**src/rtl/xtc_pkg.sv**
```systemverilog
package xtc_pkg;

    localparam int NIB_W = 4;
    localparam int CW_W  = 5;
    localparam int PITCH = 7;
    localparam int NUM_CODES = 16;

    typedef logic [NIB_W-1:0] nib_t;
    typedef logic [CW_W-1:0]  cw_t;

    typedef struct packed {
        logic hit;
        nib_t nib;
    } dec_res_t;

    function automatic cw_t grp_encode(input nib_t n);
        cw_t c;
        case (n)
            4'h0: c = 5'b00000;
            4'h1: c = 5'b00001;
            4'h2: c = 5'b00110;
            4'h3: c = 5'b00011;
            4'h4: c = 5'b01100;
            4'h5: c = 5'b00111;
            4'h6: c = 5'b01110;
            4'h7: c = 5'b01111;
            4'h8: c = 5'b11111;
            4'h9: c = 5'b11110;
            4'hA: c = 5'b11001;
            4'hB: c = 5'b11100;
            4'hC: c = 5'b10011;
            4'hD: c = 5'b11000;
            4'hE: c = 5'b10001;
            default: c = 5'b10000;
        endcase
        return c;
    endfunction

    function automatic dec_res_t grp_decode(input cw_t c);
        dec_res_t r;
        nib_t     kn;
        r = '0;
        for (int k = 0; k < NUM_CODES; k++) begin
            kn = nib_t'(k);
            if (grp_encode(kn) == c) begin
                r.hit = 1'b1;
                r.nib = kn;
            end
        end
        return r;
    endfunction

    function automatic logic tri_bad(input logic [2:0] t);
        return (t[0] ^ t[1]) & (t[1] ^ t[2]);
    endfunction

endpackage

```
**src/rtl/xtc_pattern_check.sv**
```systemverilog
module xtc_pattern_check #(
    parameter int W = 26
) (
    input  logic [W-1:0] word,
    output logic         bad
);
    import xtc_pkg::*;

    localparam int NWIN = W - 2;

    logic [NWIN-1:0] win_bad;

    for (genvar i = 0; i < NWIN; i++) begin : g_win
        assign win_bad[i] = tri_bad(word[i+2:i]);
    end

    assign bad = |win_bad;

endmodule

```
**src/rtl/xtc_encoder.sv**
```systemverilog
module xtc_encoder #(
    parameter int NG = 4
) (
    input  logic                 clk,
    input  logic                 rst,
    input  logic                 in_valid,
    input  logic [NG*4-1:0]      in_data,
    output logic                 out_valid,
    output logic [NG*7-3:0]      out_bus
);
    import xtc_pkg::*;

    localparam int BW = NG * PITCH - 2;

    cw_t           cw [NG];
    logic [BW-1:0] bus_nxt;

    for (genvar g = 0; g < NG; g++) begin : g_grp
        assign cw[g] = grp_encode(in_data[g*NIB_W +: NIB_W]);
        assign bus_nxt[g*PITCH +: CW_W] = cw[g];
        if (g < NG - 1) begin : g_bnd
            assign bus_nxt[g*PITCH + CW_W]     = cw[g][CW_W-1];
            assign bus_nxt[g*PITCH + CW_W + 1] = cw[g+1][0];
        end
    end

    always_ff @(posedge clk) begin
        if (rst) begin
            out_valid <= 1'b0;
            out_bus   <= '0;
        end else begin
            out_valid <= in_valid;
            if (in_valid) begin
                out_bus <= bus_nxt;
            end
        end
    end

endmodule

```
**src/rtl/xtc_decoder.sv**
```systemverilog
module xtc_decoder #(
    parameter int NG = 4
) (
    input  logic                 clk,
    input  logic                 rst,
    input  logic                 in_valid,
    input  logic [NG*7-3:0]      in_bus,
    output logic                 out_valid,
    output logic [NG*4-1:0]      out_data,
    output logic                 out_code_err,
    output logic                 out_pattern_err
);
    import xtc_pkg::*;

    localparam int BW = NG * PITCH - 2;
    localparam int DW = NG * NIB_W;

    dec_res_t      res [NG];
    logic [DW-1:0] data_nxt;
    logic [NG-1:0] miss;
    logic          pat_bad;

    for (genvar g = 0; g < NG; g++) begin : g_grp
        assign res[g] = grp_decode(in_bus[g*PITCH +: CW_W]);
        assign data_nxt[g*NIB_W +: NIB_W] = res[g].hit ? res[g].nib : '0;
        assign miss[g] = ~res[g].hit;
    end

    xtc_pattern_check #(.W(BW)) chk_i (
        .word (in_bus),
        .bad  (pat_bad)
    );

    always_ff @(posedge clk) begin
        if (rst) begin
            out_valid       <= 1'b0;
            out_data        <= '0;
            out_code_err    <= 1'b0;
            out_pattern_err <= 1'b0;
        end else begin
            out_valid <= in_valid;
            if (in_valid) begin
                out_data        <= data_nxt;
                out_code_err    <= |miss;
                out_pattern_err <= pat_bad;
            end
        end
    end

endmodule

```
**src/rtl/xtc_codec.sv**
```systemverilog
module xtc_codec #(
    parameter int NG = 4
) (
    input  logic              clk,
    input  logic              rst,
    input  logic              tx_valid,
    input  logic [NG*4-1:0]   tx_data,
    output logic              tx_bus_valid,
    output logic [NG*7-3:0]   tx_bus,
    input  logic              rx_bus_valid,
    input  logic [NG*7-3:0]   rx_bus,
    output logic              rx_valid,
    output logic [NG*4-1:0]   rx_data,
    output logic              rx_code_err,
    output logic              rx_pattern_err
);

    xtc_encoder #(.NG(NG)) enc_i (
        .clk       (clk),
        .rst       (rst),
        .in_valid  (tx_valid),
        .in_data   (tx_data),
        .out_valid (tx_bus_valid),
        .out_bus   (tx_bus)
    );

    xtc_decoder #(.NG(NG)) dec_i (
        .clk             (clk),
        .rst             (rst),
        .in_valid        (rx_bus_valid),
        .in_bus          (rx_bus),
        .out_valid       (rx_valid),
        .out_data        (rx_data),
        .out_code_err    (rx_code_err),
        .out_pattern_err (rx_pattern_err)
    );

endmodule

```
**config.mk**
```make
export PLATFORM = sky130hd
export DESIGN_NAME = xtc_codec
export DESIGN_NICKNAME = d
export VERILOG_FILES = /design/src/rtl/xtc_pkg.sv /design/src/rtl/xtc_pattern_check.sv /design/src/rtl/xtc_encoder.sv /design/src/rtl/xtc_decoder.sv /design/src/rtl/xtc_codec.sv
export SDC_FILE = /design/constraint.sdc
export NUM_CORES = 1
export LEC_CHECK = 0
export BUFFER_PORTS_ARGS = -buffer_cell sky130_fd_sc_hd__buf_2
export CORE_UTILIZATION = 45
export CTS_BUF_LIST = sky130_fd_sc_hd__clkbuf_16
export DETAILED_ROUTE_END_ITERATION = 10
export PLACE_DENSITY = 0.7
export SYNTH_ARGS = -nofsm -noshare
export SYNTH_HDL_FRONTEND = slang
export SYNTH_SLANG_ARGS = --single-unit
```
**constraint.sdc**
```tcl
create_clock -name clk -period 1.8 [get_ports clk]
set_input_delay 0.18 -clock clk [delete_from_list [all_inputs] [get_ports clk]]
set_output_delay 0.18 -clock clk [all_outputs]
set_load 0.005 [all_outputs]
```
* Word-level counts from Yosys, hierarchy flattened
Memories as Yosys holds them, arrays and structs flattened.
Cells that the tools add are included.
** Word-level totals
- Bits in registers :: 46
- Word-level logic and storage cells :: 197
- Memories kept :: 4
- Output and inout port bits :: 46
- Bits of input ports :: 46
- ROM bits :: 320
** Memory list
- (name not given) :: words 16, width 5, read ports 1, clocked after memory_dff 0, wr ports 0, RTL line xtc_pkg.sv:18 : case (n)
- (name not given) :: words 16, width 5, read ports 1, clocked after memory_dff 0, wr ports 0, RTL line xtc_pkg.sv:18
- (name not given) :: words 16, width 5, read ports 1, clocked after memory_dff 0, wr ports 0, RTL line xtc_pkg.sv:18
- (name not given) :: words 16, width 5, read ports 1, clocked after memory_dff 0, wr ports 0, RTL line xtc_pkg.sv:18
** Cells by class
- Muxes and demuxes :: 68
- Equality and inequality tests :: 60
- Bitwise operators :: 53
- Reductions and logical operators :: 6
** Operator list (number)
- two-way mux 5 bit :: 64
- == test 5 bit, first input constant :: 32
- == test 4 x 5 -> 1 bit, first input constant :: 12
- == test 3 x 5 -> 1 bit, first input constant :: 8
- bitwise XOR 1 bit :: 25
- bitwise AND 1 bit :: 24
- OR reduction 24 bit :: 1
- == test 1 x 5 -> 1 bit, first input constant :: 4
- == test 2 x 5 -> 1 bit, first input constant :: 4
- zero test 5 bit :: 4
- two-way mux 4 bit :: 4
- NOT 1 bit :: 4
- OR reduction 4 bit :: 1

* Depth between registers and ports, before layout
- Depth in word-level cells :: 19
- Mapped depth :: 8
- Depth with buffers taken out :: 7

* Cells and area by module
From an unflattened synthesis, not the netlist that was laid out.
** Unflattened totals
- Cell total of the unflattened synthesis :: 364
- Area, all modules :: 2803.9 um2
** By module, submodules not included
- xtc_decoder :: instances 1, area each 1356.3 um2, cells each 184, seq. area each 380.4 um2
- xtc_encoder :: instances 1, area each 1101.1 um2, cells each 126, seq. area each 420.4 um2
- xtc_pattern_check :: instances 1, area each 346.6 um2, cells each 54, seq. area each 0.0 um2

* Worst setup path after synthesis
No wires, ideal clock.
- Path type :: input -> register
- From :: input port rx_bus[7]
- To :: register dec_i.out_code_err
- Path slack :: 248 ps
- Data arrival time :: 1466 ps
- Setup time :: 86 ps
- Stages on the path :: 8
- Buffers on the path :: 1
- Cell sequence :: inv_1 > ha_1 > buf_2 > and2_4 > o21ai_4 > o211ai_1 > or3_1 > a211oi_1
** Between the ends
- Word-level cells in the longest chain between the ends :: 19
- Elaborated cells on any way between the ends :: 34
- Classes of those cells :: eq/ne (15); mux (16); bitwise (1); reduce/logical (2)
** RTL lines
- start: declaration :: RTL line xtc_codec.sv:11 : input logic [NG*7-3:0] rx_bus,
- zero test 5 bit :: RTL line xtc_pkg.sv:45 : if (grp_encode(kn) == c) begin
- two-way mux 5 bit (15 in a row) :: RTL line xtc_pkg.sv:45
- two-way mux 5 bit (*) :: RTL line xtc_pkg.sv:45
- NOT 1 bit (*) :: RTL line xtc_decoder.sv:26 : assign miss[g] = ~res[g].hit;
- OR reduction 4 bit (*) :: RTL line xtc_decoder.sv:44 : out_code_err <= |miss;
- end signal: assignment :: RTL line xtc_decoder.sv:44
- end: declaration :: RTL line xtc_decoder.sv:10 : output logic out_code_err,
Every way passes the cells marked *; elsewhere a longest branch is shown, timed or not.
A chain may end at the register's enable or synchronous reset.

* Final worst setup path
- From :: input port rx_bus[14]
- To :: register dec_i.out_code_err
The elaborated chain is that of the path after synthesis.

==> metrics.csv <==
metric,value,unit
largest family of logic cells by synthesized area,compound AO/OA/AOI/OAI gates,
Tcrit/Tclk final,0.9101,
Synth Area in XOR/XNOR,0.06309,
vias in the first global route,3412,
distinct cell type count after synthesis,61,
R2R depth,2,
All-Layer GR Usage,0.2236,
Detailed Routing Iterations Pass 1,4,
clock slew at reported path FFs,60,ps
FP Rows,31,
ANT nets after route,0,
placed cell count,641,
die height,89.83,um
Post-Route WL,8866,um
Post-Syn Nets,522,
asr flop ratio synth,0,
Reg power frac,0.341,
Hold Crit Start,rst,
share of post-route cells with drive strength above 1,0.2805,
post-synthesis register bit count,40,
post-synthesis cell count,444,
DRC,0,
post-CTS sizing,0,
PnR Total Power,2.868,mW
Critical Path AT,1830,ps
Starting Density,0.4710,
via count,3521,
Max Cap Viol,0,
ys flop type,dfxtp_1,
Int Power,2.082,mW
pre-CTS setup slack,-212.6,ps
Static Leak,2.088,nW
initial DRC count,158,
gr ovfl total,0,
CTS root buffer,clkbuf_16,
first-pass GRT wire length,15150,um
core area,7370,um^2
largest net degree at the start of global routing,35,
Worst Setup End Kind,flop,
hold endpoint,dec_i.out_data[9],
power share of the clock group,0.397,
clk_lat worst skew,280,ps
hold_buf cts,0,
Worst Hold Path Cells,2,
"commonest non-fill, non-tap cells in the layout","buf_2, nor2_1, buf_4, dfxtp_1, o21ai_0",
Final setup viols,0,
Tmin final,1638,ps
Worst R2R End,enc_i.out_bus[21],
number of buffers added on ports,91,
# diodes,0,
switching share of power,0.2739,
crit start category,input pin,
Num CTS Buffers,5,
Post-CTS Repair Setup Buffers,0,
max-slew violation count,0,
clock sink total,40,
Post-Syn Area per Cell,7.817,um^2
CTS H-tree depth,2,
critical path type,in -> reg,
vias per inst,5.434,
Compound-Gate Fraction of Synth Area,0.2996,
Netlist Area Pre-Place,3471,um^2
Rel. slew slack,0.5928,
P&R area growth vs syn,25.92,%
Post-synth EDFFs,0,
I/O pin cnt,92,
"Seq/Total Area, Yosys",0.2307,
R2R Setup Slk,1060,ps
Worst-Margin Slew,610.8,ps
worst min path class,in -> reg,
worst hold margin,150.7,ps
Clock Skew,0,ps
Sw Pwr,0.7857,mW
Logic pwr share,0.262,
Post-Synth Adder-Cell Area,0.1154,
fin nets,627,
WP data required,2000,ps
Final Non-Filler Cells,648,
status,finished clean,
f_max,0.6105,GHz
yosys warns,0,
worst setup margin,161.9,ps
GP Congestion,0.8939,
DIE AREA,8069,um^2
Pwr Density,656.2,nW/um^2
unrepaired setup endpoints after global routing,false,
"commonest non-fill, non-tap cell in the layout",buf_2,
Synth Area in Simple Gates,0.1557,
Worst R2R Start,enc_i.out_bus[21],
initial antenna violation count,0,
clock tree buffer depth,2,
multiplexer area fraction after synthesis,0.04398,
VDD IR max,598.5,uV
placed wire-length estimate,6845,um
DR WL/cell,13.68,um
Die Wd,89.83,um
setup TNS,0,ps
Hold Fails Final Rpt,0,
Crit Path Max Fanout,4,
CTS tree,done,
==> critical path, stage by stage <==
cell and delay [ps]:
buf_2 120, inv_1 80, ha_1 230, o21ai_0 260
a21oi_1 120, a2111oi_2 390, buf_4 170, a311oi_1 40
a211oi_1 240
==> logic make-up (layout without fill, tap and decap cells) <==
family | Yosys count | after routing
xor+xnor | 25 | 25
fa+ha+maj | 32 | 32
simple gates | 114 | 114
compound gates | 151 | 151
mux | 15 | 15
buf+inv | 67 | 172
flops | 40 | 40
==> per-layer routing <==
metal,track usage,routed length (um),vias to the layer above
li1,-,-,1784
met1,0.2757,3853,1629
met2,0.4019,4430,93
met3,0.02538,408,15
met4,0.07514,174,0
met5,0,0,-
==> flip-flops by register name, indices dropped and copies added, names as in the netlist <==
name                   flops
dec_i.out_pattern_err      1
dec_i.out_data            16
dec_i.out_valid            1
enc_i.out_bus             20
enc_i.out_valid            1
dec_i.out_code_err         1
==> power by group through the flow <==
| stage | Sequential [mW] | Clock [mW] | Combinational, mW |
|---|---|---|---|
| after floorplan | 1.00 | 0 | 0.446 |
| after global placement | 0.994 | 0 | 0.726 |
| after detailed placement | 0.997 | 0 | 0.744 |
| after CTS | 0.978 | 1.15 | 0.750 |
| after global routing | 0.985 | 1.19 | 0.836 |
| final | 0.977 | 1.14 | 0.752 |
==> worst max-delay path by stage <==
stage               start            endpoint  slack (ps)  depth (start not counted)
2_1_floorplan   rx_bus[7]  dec_i.out_code_err         250                          8
3_3_place_gp   rx_bus[14]  dec_i.out_code_err        -180                          9
3_5_place_dp   rx_bus[14]  dec_i.out_code_err        -210                          9
4_1_cts        rx_bus[14]  dec_i.out_code_err          60                          9
5_1_grt        rx_bus[21]  dec_i.out_code_err          70                          8
6_report       rx_bus[14]  dec_i.out_code_err         160                          9
==> per-stage QoR <==
stage | instance area, um^2 | utilization
final | 4370 | 0.5930
after global placement | 4179 | 0.5671
after global routing | 4370 | 0.5930
after detailed placement | 4179 | 0.5671
after CTS | 4364 | 0.5922
after floorplan | 3471 | -
==> area by class of cell <==
class	instances	area (um^2)
Clock buffer	5	125.1
Timing Repair Buffer	136	793.3
Clock inverter	2	60.06
Multi-Input combinational cell	337	2359
Sequential cell	40	800.8
Fill cell	698	2999
Tap cell	99	123.9
Inverter	29	108.9
==> synthesized netlist by cell type (all sizes together) (3+ instances only) <==
library cell	n	area share
nand3b	3	0.0065
nor2b	9	0.016
mux2i	13	0.037
a21boi	8	0.017
a21o	3	0.0065
o2111ai	4	0.010
nand3	6	0.0087
and2	3	0.0061
o22ai	3	0.0054
inv	29	0.031
a211oi	15	0.032
xnor2	12	0.030
nor2	46	0.050
buf	20	0.040
nand2b	11	0.020
clkbuf	18	0.020
dfxtp	40	0.23
a21oi	31	0.045
o221ai	4	0.010
xor2	13	0.033
ha	32	0.12
nand2	24	0.026
nor3	3	0.0043
o31ai	4	0.0087
o21ai	35	0.054
o211ai	10	0.022
o311a	3	0.0087
a22oi	4	0.0087
a311oi	4	0.010
Power figures use the tool's default switching activity.
